File: src/rtl/bank_wr_pkg.sv
package bank_wr_pkg;
  localparam logic [15:0] ADDR_MASK = 16'hE001;
  localparam logic [15:0] ADDR_SEL  = 16'h8000;
  localparam logic [15:0] ADDR_DATA = 16'h8001;
  localparam logic [15:0] ADDR_MIRR = 16'hA000;

  typedef enum logic [1:0] {
    CMD_NONE = 2'd0,
    CMD_SEL  = 2'd1,
    CMD_DATA = 2'd2,
    CMD_MIRR = 2'd3
  } wr_cmd_e;
endpackage

File: src/rtl/bank_wr_classify.sv
module bank_wr_classify
  import bank_wr_pkg::*;
(
  input  logic        valid_i,
  input  logic [15:0] addr_i,
  output wr_cmd_e     cmd_o
);
  logic [15:0] masked;
  assign masked = addr_i & ADDR_MASK;

  always_comb begin
    cmd_o = CMD_NONE;
    if (valid_i) begin
      if (masked == ADDR_SEL)       cmd_o = CMD_SEL;
      else if (masked == ADDR_DATA) cmd_o = CMD_DATA;
      else if (masked == ADDR_MIRR) cmd_o = CMD_MIRR;
    end
  end
endmodule

File: src/rtl/bank_wr_regs.sv
module bank_wr_regs
  import bank_wr_pkg::*;
#(
  parameter int DATA_W = 8,
  parameter int NUM_REGS = 8
) (
  input  logic                             clk,
  input  logic                             rst_n,
  input  wr_cmd_e                          cmd_i,
  input  logic [DATA_W-1:0]                data_i,
  output logic [$clog2(NUM_REGS)-1:0]      idx_o,
  output logic                             prg_swap_o,
  output logic                             chr_swap_o,
  output logic [NUM_REGS-1:0][DATA_W-1:0]  regs_o,
  output logic                             mirror_o
);
  localparam int IDX_W = $clog2(NUM_REGS);

  function automatic logic [DATA_W-1:0] reset_value(int n);
    if (n == 0)      return '0;
    else if (n == 1) return DATA_W'(2);
    else if (n < 6)  return DATA_W'(n + 2);
    else if (n == 6) return '0;
    else             return DATA_W'(1);
  endfunction

  always_ff @(posedge clk) begin
    if (!rst_n) begin
      idx_o      <= '0;
      prg_swap_o <= 1'b0;
      chr_swap_o <= 1'b0;
      mirror_o   <= 1'b0;
    end else begin
      if (cmd_i == CMD_SEL) begin
        idx_o      <= data_i[IDX_W-1:0];
        prg_swap_o <= data_i[6];
        chr_swap_o <= data_i[7];
      end
      if (cmd_i == CMD_MIRR) mirror_o <= data_i[0];
    end
  end

  for (genvar g = 0; g < NUM_REGS; g++) begin : g_reg
    always_ff @(posedge clk) begin
      if (!rst_n)
        regs_o[g] <= reset_value(g);
      else if (cmd_i == CMD_DATA && idx_o == IDX_W'(g))
        regs_o[g] <= data_i;
    end

    AST_DATA_LANDS: assert property (@(posedge clk) disable iff (!rst_n)
      (cmd_i == CMD_DATA && idx_o == IDX_W'(g)) |=> regs_o[g] == $past(data_i));
  end

  AST_IDLE_HOLDS: assert property (@(posedge clk) disable iff (!rst_n)
    (cmd_i == CMD_NONE) |=> ($stable(regs_o) && $stable(idx_o) && $stable(prg_swap_o)
                            && $stable(chr_swap_o) && $stable(mirror_o)));

  AST_MIRROR_BIT: assert property (@(posedge clk) disable iff (!rst_n)
    (cmd_i == CMD_MIRR) |=> mirror_o == $past(data_i[0]));
endmodule

File: src/rtl/bank_wr_prg_map.sv
module bank_wr_prg_map #(
  parameter int PRG_W = 6,
  parameter int PRG_COUNT = 64
) (
  input  logic               swap_i,
  input  logic [PRG_W-1:0]   sw_a_i,
  input  logic [PRG_W-1:0]   sw_b_i,
  output logic [4*PRG_W-1:0] bank_o
);
  localparam logic [PRG_W-1:0] NEXT_LAST = PRG_W'(PRG_COUNT - 2);
  localparam logic [PRG_W-1:0] LAST      = PRG_W'(PRG_COUNT - 1);

  always_comb begin
    bank_o[0*PRG_W +: PRG_W] = swap_i ? NEXT_LAST : sw_a_i;
    bank_o[1*PRG_W +: PRG_W] = sw_b_i;
    bank_o[2*PRG_W +: PRG_W] = swap_i ? sw_a_i : NEXT_LAST;
    bank_o[3*PRG_W +: PRG_W] = LAST;
  end
endmodule

File: src/rtl/bank_wr_chr_map.sv
module bank_wr_chr_map #(
  parameter int DATA_W = 8,
  parameter int CHR_W = 8
) (
  input  logic                     swap_i,
  input  logic [5:0][DATA_W-1:0]   regs_i,
  output logic [8*CHR_W-1:0]       bank_o
);
  logic [7:0][CHR_W-1:0] plain;

  for (genvar p = 0; p < 2; p++) begin : g_pair
    assign plain[2*p]     = {CHR_W'(regs_i[p]) >> 1, 1'b0};
    assign plain[2*p + 1] = {CHR_W'(regs_i[p]) >> 1, 1'b1};
  end
  for (genvar s = 2; s < 6; s++) begin : g_single
    assign plain[s + 2] = CHR_W'(regs_i[s]);
  end
  for (genvar o = 0; o < 8; o++) begin : g_out
    assign bank_o[o*CHR_W +: CHR_W] = swap_i ? plain[o ^ 4] : plain[o];
  end
endmodule

File: src/rtl/bank_wr_decoder.sv
module bank_wr_decoder
  import bank_wr_pkg::*;
#(
  parameter int PRG_W = 6,
  parameter int CHR_W = 8,
  parameter int PRG_COUNT = 64
) (
  input  logic               clk,
  input  logic               rst_n,
  input  logic               wr_valid,
  output logic               wr_ready,
  input  logic [15:0]        wr_addr,
  input  logic [7:0]         wr_data,
  output logic [4*PRG_W-1:0] prg_bank_o,
  output logic [8*CHR_W-1:0] chr_bank_o,
  output logic               mirror_horiz_o
);
  localparam int DATA_W = 8;
  localparam int NUM_REGS = 8;
  localparam int IDX_W = $clog2(NUM_REGS);

  wr_cmd_e                          cmd;
  logic [IDX_W-1:0]                 idx;
  logic                             prg_swap;
  logic                             chr_swap;
  logic [NUM_REGS-1:0][DATA_W-1:0]  regs;

  assign wr_ready = 1'b1;

  bank_wr_classify u_classify (
    .valid_i (wr_valid),
    .addr_i  (wr_addr),
    .cmd_o   (cmd)
  );

  bank_wr_regs #(.DATA_W(DATA_W), .NUM_REGS(NUM_REGS)) u_regs (
    .clk        (clk),
    .rst_n      (rst_n),
    .cmd_i      (cmd),
    .data_i     (wr_data),
    .idx_o      (idx),
    .prg_swap_o (prg_swap),
    .chr_swap_o (chr_swap),
    .regs_o     (regs),
    .mirror_o   (mirror_horiz_o)
  );

  bank_wr_prg_map #(.PRG_W(PRG_W), .PRG_COUNT(PRG_COUNT)) u_prg (
    .swap_i (prg_swap),
    .sw_a_i (regs[6][PRG_W-1:0]),
    .sw_b_i (regs[7][PRG_W-1:0]),
    .bank_o (prg_bank_o)
  );

  bank_wr_chr_map #(.DATA_W(DATA_W), .CHR_W(CHR_W)) u_chr (
    .swap_i (chr_swap),
    .regs_i (regs[5:0]),
    .bank_o (chr_bank_o)
  );

  AST_PRG_SWITCHABLE: assert property (@(posedge clk) disable iff (!rst_n)
    (cmd == CMD_DATA && idx == IDX_W'(6)) |=>
      (prg_swap ? prg_bank_o[2*PRG_W +: PRG_W] : prg_bank_o[0 +: PRG_W])
        == $past(wr_data[PRG_W-1:0]));

  AST_PRG_SECOND: assert property (@(posedge clk) disable iff (!rst_n)
    (cmd == CMD_DATA && idx == IDX_W'(7)) |=>
      prg_bank_o[PRG_W +: PRG_W] == $past(wr_data[PRG_W-1:0]));

  AST_CHR_PAIR: assert property (@(posedge clk) disable iff (!rst_n)
    (cmd == CMD_DATA && idx == '0 && !chr_swap) |=>
      (chr_bank_o[0 +: CHR_W] == (CHR_W'($past(wr_data)) & ~CHR_W'(1)) &&
       chr_bank_o[CHR_W +: CHR_W] == (CHR_W'($past(wr_data)) | CHR_W'(1))));

  AST_READY_HIGH: assert property (@(posedge clk) disable iff (!rst_n) wr_ready);
endmodule

File: config.mk
export PLATFORM = sky130hd
export DESIGN_NAME = bank_wr_decoder
export DESIGN_NICKNAME = d
export VERILOG_FILES = /design/src/rtl/bank_wr_pkg.sv /design/src/rtl/bank_wr_classify.sv /design/src/rtl/bank_wr_regs.sv /design/src/rtl/bank_wr_prg_map.sv /design/src/rtl/bank_wr_chr_map.sv /design/src/rtl/bank_wr_decoder.sv
export SDC_FILE = /design/constraint.sdc
export NUM_CORES = 1
export LEC_CHECK = 0
export CAP_MARGIN = 15
export CORE_MARGIN = 4
export CORE_UTILIZATION = 41
export DETAILED_ROUTE_END_ITERATION = 16
export GPL_ROUTABILITY_DRIVEN = 0
export PLACE_DENSITY = 0.74
export SLEW_MARGIN = 20
export SYNTH_ARGS = -nofsm -noshare
export SYNTH_HDL_FRONTEND = slang
export SYNTH_SLANG_ARGS = --single-unit
File: constraint.sdc
create_clock -name clk -period 2 [get_ports clk]
set_input_delay 0.5 -clock clk [delete_from_list [all_inputs] [get_ports clk]]
set_output_delay 0.5 -clock clk [all_outputs]
set_load 0.01 [all_outputs]
; Word-level counts from Yosys, hierarchy flattened
; Cells that the tools add are included.
; W data, S select, Z words.
[word_totals]
mem_count = 0
reg_bits = 66
latchBits = 0
romBits = 0
mem_bits_rw = 0
[op_classes]
muxes = 14
n_addsub = 0
reduce_logical = 9
magnitude_cmp = 0
eq_ne = 13
n_shift = 0
bitwise_logic = 0
div_mod_pow = 0
n_mul = 0
[ops]
columns = op, count
row1 = $mux W8, 8
row2 = $eq A3 B3 Y1 const B, 4
row3 = $eq A4 B4 Y1 const B, 3
row4 = $mux W6, 2
row5 = $logic_and A1 B1 Y1, 8
row6 = $mux W2, 4
row7 = $eq A3 B2 Y1 const B, 2
row8 = $eq A2 B2 Y1 const B, 2
row9 = $eq A3 B1 Y1 const B, 1
row10 = $logic_not A3 Y1, 1
row11 = $eq A2 B1 Y1 const B, 1

; Longest topological paths before layout
[logic_depth]
ltp_word = 7
ltp_mapped = 4
ltp_nobuf = 3

; Modules after synthesis
; Synthesis repeated with hierarchy kept, for this count alone.
[hier_totals]
cells_unflattened = 357
area_unflattened_um2 = 3887.5
[modules_own_cells]
columns = module, n_inst, area_per_inst_um2, seq_area_each_um2, cells_each
row1 = bank_wr_regs, 1, 2671.3, 1401.3, 254
row2 = bank_wr_chr_map, 1, 998.5, 0.0, 71
row3 = bank_wr_prg_map, 1, 182.7, 0.0, 26
row4 = bank_wr_classify, 1, 23.8, 0.0, 4
row5 = bank_wr_decoder, 1, 11.3, 0.0, 2

; Least setup slack after synthesis
; No wires, ideal clock.
[synth_timing]
path_kind = input port to flip-flop
startpoint = in wr_addr[14]
endpoint = reg u_regs.regs_o[35] in the netlist's numbering
cell_stages = 4
setup_ps = 126
path_slack_ps = 430
n_path_buf = 1
t_arrival_ps = 1444
path_cell_list = nand2b_1 or4_1 buf_2 mux2i_1
[synth_between]
elab_chain_len = 7
[synth_lines]
columns = element, line
row1 = from (decl), bank_wr_decoder.sv:12  ; input logic [15:0] wr_addr,
row2 = $eq A4 B4 Y1, bank_wr_classify.sv:16  ; else if (masked == ADDR_MIRR) cmd_o = CMD_MIRR;
row3 = $mux W2, bank_wr_classify.sv:16
row4 = $mux W2, bank_wr_classify.sv:15  ; else if (masked == ADDR_DATA) cmd_o = CMD_DATA;
row5 = $mux W2 (*), bank_wr_classify.sv:14  ; if (masked == ADDR_SEL) cmd_o = CMD_SEL;
row6 = $mux W2 (*), bank_wr_classify.sv:13  ; if (valid_i) begin
row7 = $eq A2 B2 Y1 (*), bank_wr_regs.sv:47  ; else if (cmd_i == CMD_DATA && idx_o == IDX_W'(g))
row8 = $logic_and A1 B1 Y1 (*), bank_wr_regs.sv:47
row9 = "to (signal, indexed assignment)", bank_wr_regs.sv:46  ; regs_o[g] <= reset_value(g);
row10 = "to (signal, indexed assignment)", bank_wr_regs.sv:48  ; regs_o[g] <= data_i;
row11 = to (decl), bank_wr_regs.sv:14  ; output logic [NUM_REGS-1:0][DATA_W-1:0] regs_o,
; Every way passes the cells marked *; elsewhere a longest branch is shown, timed or not.
; A chain may end at the register's enable or synchronous reset.

; Worst setup path after layout
[layout_timing]
startpoint = reg u_regs.prg_swap_o
endpoint = out prg_bank_o[1]
[layout_between]
elab_chain_len = 1
[layout_lines]
columns = element, line
row1 = from (decl), bank_wr_regs.sv:12  ; output logic prg_swap_o,
row2 = from (signal assigned), bank_wr_regs.sv:36  ; prg_swap_o <= data_i[6];
row3 = $mux W6, bank_wr_prg_map.sv:14  ; bank_o[0*PRG_W +: PRG_W] = swap_i ? NEXT_LAST : sw_a_i;
row4 = to (decl), bank_wr_decoder.sv:14  ; output logic [4*PRG_W-1:0] prg_bank_o,
; No other way between the ends.

==> results_tabular.tex <==
\begin{tabular}{lr}
\hline
Metric & Value \\
\hline
\multicolumn{2}{l}{\textbf{Outcome}} \\
Run status & finished clean \\
\multicolumn{2}{l}{\textbf{Power}} \\
Internal cell power & $\sim$2100 uW \\
Ratio of total power to cell area & between 500 and 600 nW/um2 \\
Standby leakage power & 0.00243 uW \\
Total chip power & roughly 2700 uW \\
Logic gate share of total power & just over 6\% \\
Switching share of power & between 20\% and 30\% \\
Net switching component of the power & about 570 uW \\
Clock power share & about 46\% \\
Proportion of power drawn by flip-flops and latches & 48.3\% \\
Largest voltage drop on the vdd net & roughly 370 uV \\
\multicolumn{2}{l}{\textbf{Clock tree}} \\
TritonCTS clock tree & built \\
Clock latency on the worst-skew pair & roughly 340 ps \\
Count of clock tree sinks & 64 \\
CTS H-tree depth & 3 \\
Number of hold buffers added after cts & 0 \\
CTS clock-pin slew for the worst setup and hold paths & approximately 70 ps \\
Maximum count of clock buffers along a single path & 2 \\
Clock buffer count from CTS & 9 \\
Clock Tree Root & sky130\_fd\_sc\_hd\_\_clkbuf\_8 \\
\multicolumn{2}{l}{\textbf{Detailed routing}} \\
Routed vias & approximately 3000 \\
Pre-Repair DR Iteration Count & 4 \\
Wirelength per Cell & 13.4 um \\
DRC viols & 0 \\
Via density & about 4.8 \\
Detailed Route Iter0 Violations & 105 \\
Aggregate routed wire length & around 8500 um \\
Antenna violation net count after detailed routing & 0 \\
\multicolumn{2}{l}{\textbf{Synthesis}} \\
Flops \& latches, synth & 64 \\
Top-count cell post-synth & sky130\_fd\_sc\_hd\_\_nand2\_1 \\
Yosys warns & 0 \\
Top flip-flop cell by instance count after synthesis & sky130\_fd\_sc\_hd\_\_dfxtp\_1 \\
Syn Inst Count & approximately 420 \\
Area share of the largest cell type after synthesis & 39.1\% \\
Post-Synthesis Cell Area & 3280 um2 \\
Number of synthesized flops with an enable pin & 0 \\
Unique masters post-synth & 26 \\
Most numerous cell types in the synthesized netlist & sky130\_fd\_sc\_hd\_\_nand2\_1 (136), sky130\_fd\_sc\_hd\_\_dfxtp\_1 (64), sky130\_fd\_sc\_hd\_\_mux2i\_1 (60), sky130\_fd\_sc\_hd\_\_inv\_1 (28), sky130\_fd\_sc\_hd\_\_o21ai\_0 (28) \\
Synthesized area per cell & just under 8 um2 \\
Async SR Flop Fraction & 0\% \\
Register area share after synthesis & around two fifths \\
Cell types occupying the most area after synthesis & sky130\_fd\_sc\_hd\_\_dfxtp\_1 (39\%), sky130\_fd\_sc\_hd\_\_mux2i\_1 (18\%), sky130\_fd\_sc\_hd\_\_nand2\_1 (16\%) \\
Post-synthesis cell type with the largest combined area & sky130\_fd\_sc\_hd\_\_dfxtp\_1 \\
\multicolumn{2}{l}{\textbf{Global routing}} \\
Tot GR Track Use & roughly 18\% \\
Vias in the first global route & 2952 \\
Global-route congestion overflow total & 0 \\
Wire length of the first global-routing pass & about 14000 um \\
Pin count of the biggest net entering global routing & 37 \\
Initial antenna violation count & 0 \\
\multicolumn{2}{l}{\textbf{Finish}} \\
Area added between synthesis and finish & 41.5\% \\
Post-route core utilization & between 50\% and 60\% \\
Filler cell count & 700 \\
Antenna fix cells & 0 \\
Layout cells sized above 1 & around a tenth \\
Layout Nets & roughly 550 \\
\multicolumn{2}{l}{\textbf{Floorplan}} \\
Die span in x & 97.5 um \\
Core area & approximately 8000 um2 \\
Number of rows in the core area & 32 \\
Die height & 97.5 um \\
Number of top-level design ports & approximately 120 \\
Initial standard-cell utilization of the core & between 40\% and 50\% \\
Area of the die & 9500 um2 \\
\multicolumn{2}{l}{\textbf{Run}} \\
Max Cap Viol & 0 \\
\multicolumn{2}{l}{\textbf{Timing}} \\
Setup TNS & 0 ps \\
Setup repair after global routing missed its margin & yes \\
Final Max Tran Viols & 0 \\
Clk\_skew & 6.10 ps \\
Highest Clock Rate & approximately 0.51 GHz \\
Portion of the clock cycle consumed by the worst path in the final layout & a little over nine tenths \\
Final count of hold timing violations & 0 \\
Number of endpoints failing setup at the final stage & 0 \\
Min Tclk post-route & a little under 2000 ps \\
\multicolumn{2}{l}{\textbf{Critical path}} \\
Endpoint class of the critical path & output pin \\
Required time reported for the critical path endpoint & roughly 1500 ps \\
Critical Path Start Type & flop \\
Slowest cell on crit path & sky130\_fd\_sc\_hd\_\_dfxtp\_4 \\
Biggest fanout along the worst timing path & 8 \\
Worst Setup Path Type & reg -> out \\
Data arrival time at the worst-slack endpoint & approximately 1500 ps \\
Delay of the slowest critical-path stage & approximately 380 ps \\
Ordered list of cells on the worst path & buf\_2 -> or2\_2 -> dlygate4sd2\_1 \\
\multicolumn{2}{l}{\textbf{Placement}} \\
Detailed placer's ending HPWL & roughly 6000 um \\
Number of port buffers & between 90 and 100 \\
\multicolumn{2}{l}{\textbf{Worst hold path}} \\
Worst Hold Class & reg -> reg \\
\hline
\end{tabular}
==> power groups by stage <==
stage / combinational, uW / clock, uW / sequential (uW)
2_1_floorplan: 85.3 / 0 / 1310
3_3_place_gp: 162 / 0 / 1310
3_5_place_dp: 166 / 0 / 1310
4_1_cts: 162 / 1240 / 1280
5_1_grt: 177 / 1300 / 1280
6_report: 163 / 1210 / 1280
==> flip-flops by register name, summed over array words and instances (netlist names) <==
register	count
u_regs.idx_o	3
u_regs.regs_o	58
u_regs.mirror_o	1
u_regs.prg_swap_o	1
u_regs.chr_swap_o	1
==> final cells by class <==
type	instances	area (um2)	area share, %
clock buffers	13	149	3.21
clock inverters	3	65.1	1.40
inverters	28	105	2.26
multi-input cells	296	1740	37.5
flip-flops and latches	64	1290	27.8
well taps	102	128	2.75
repair buffers	123	1170	25.1
==> worst max-delay path, delay by kind of cell, from the launching register on <==
kind	cells	cell delay, ps
buffers and inverters	2	460
flip-flops	1	380
AND/OR/NAND/NOR	1	280
==> kinds of logic after synthesis <==
kind of cell | count (synthesis) | synth area share (%)
simple gates | 196 | 28.3
compound gates | 33 | 5.38
buf+inv | 62 | 8.85
mux | 60 | 18.3
flops | 64 | 39.1
other cells | 1 | 0.114
==> cell usage in the layout (no fill, tap or decap), drive strengths merged, types with 5 or more instances in the layout <==
cell           netlist  final
buf                 15     26
clkbuf              19     14
clkdlybuf4s50        0     27
conb                 1      7
dfxtp               64     64
dlygate4sd2          0     62
dlymetal6s2s         0      5
inv                 28     28
mux2i               60     60
nand2              136    136
nand2b              22     22
nor2b               13     13
o21ai               28     28
or2                  7      7
==> metrics by stage <==
stage,hold slack [ps],area (um2),setup slack (ps),std cells
6_report,460,4640,53.8,629
5_1_grt,498,4640,-11.0,629
4_1_cts,464,4610,-110,628
3_5_place_dp,445,4460,-147,611
3_3_place_gp,443,4460,-98.7,611
2_1_floorplan,435,3300,430,422
==> worst paths after layout <==
kind | start | endpoint | slack (ps) | depth (start not counted)
worst max-delay path | u_regs.prg_swap_o | prg_bank_o[1] | 50 | 3
worst min-delay path | u_regs.regs_o[57] | u_regs.regs_o[57] | 460 | 2
worst max register to register | u_regs.idx_o[2] | u_regs.regs_o[4] | 450 | 4
worst min register to register | u_regs.regs_o[57] | u_regs.regs_o[57] | 460 | 2
==> metal layers <==
layer / up-vias / global-route usage (%) / wire [um]
li1: 1542 / - / -
met4: 0 / 5.54 / 87
met2: 97 / 30.6 / 4060
met5: - / 0 / 0
met3: 8 / 5.24 / 585
met1: 1377 / 21.6 / 3720
==> timing repair <==
| item | CTS | global route |
|---|---|---|
| pin swaps | 0 | 0 |
| resized for setup | 69 | 10 |
| setup endpoints to repair | 76 | 9 |
| setup buffers | 1 | 1 |
Power figures use the tool's default switching activity.
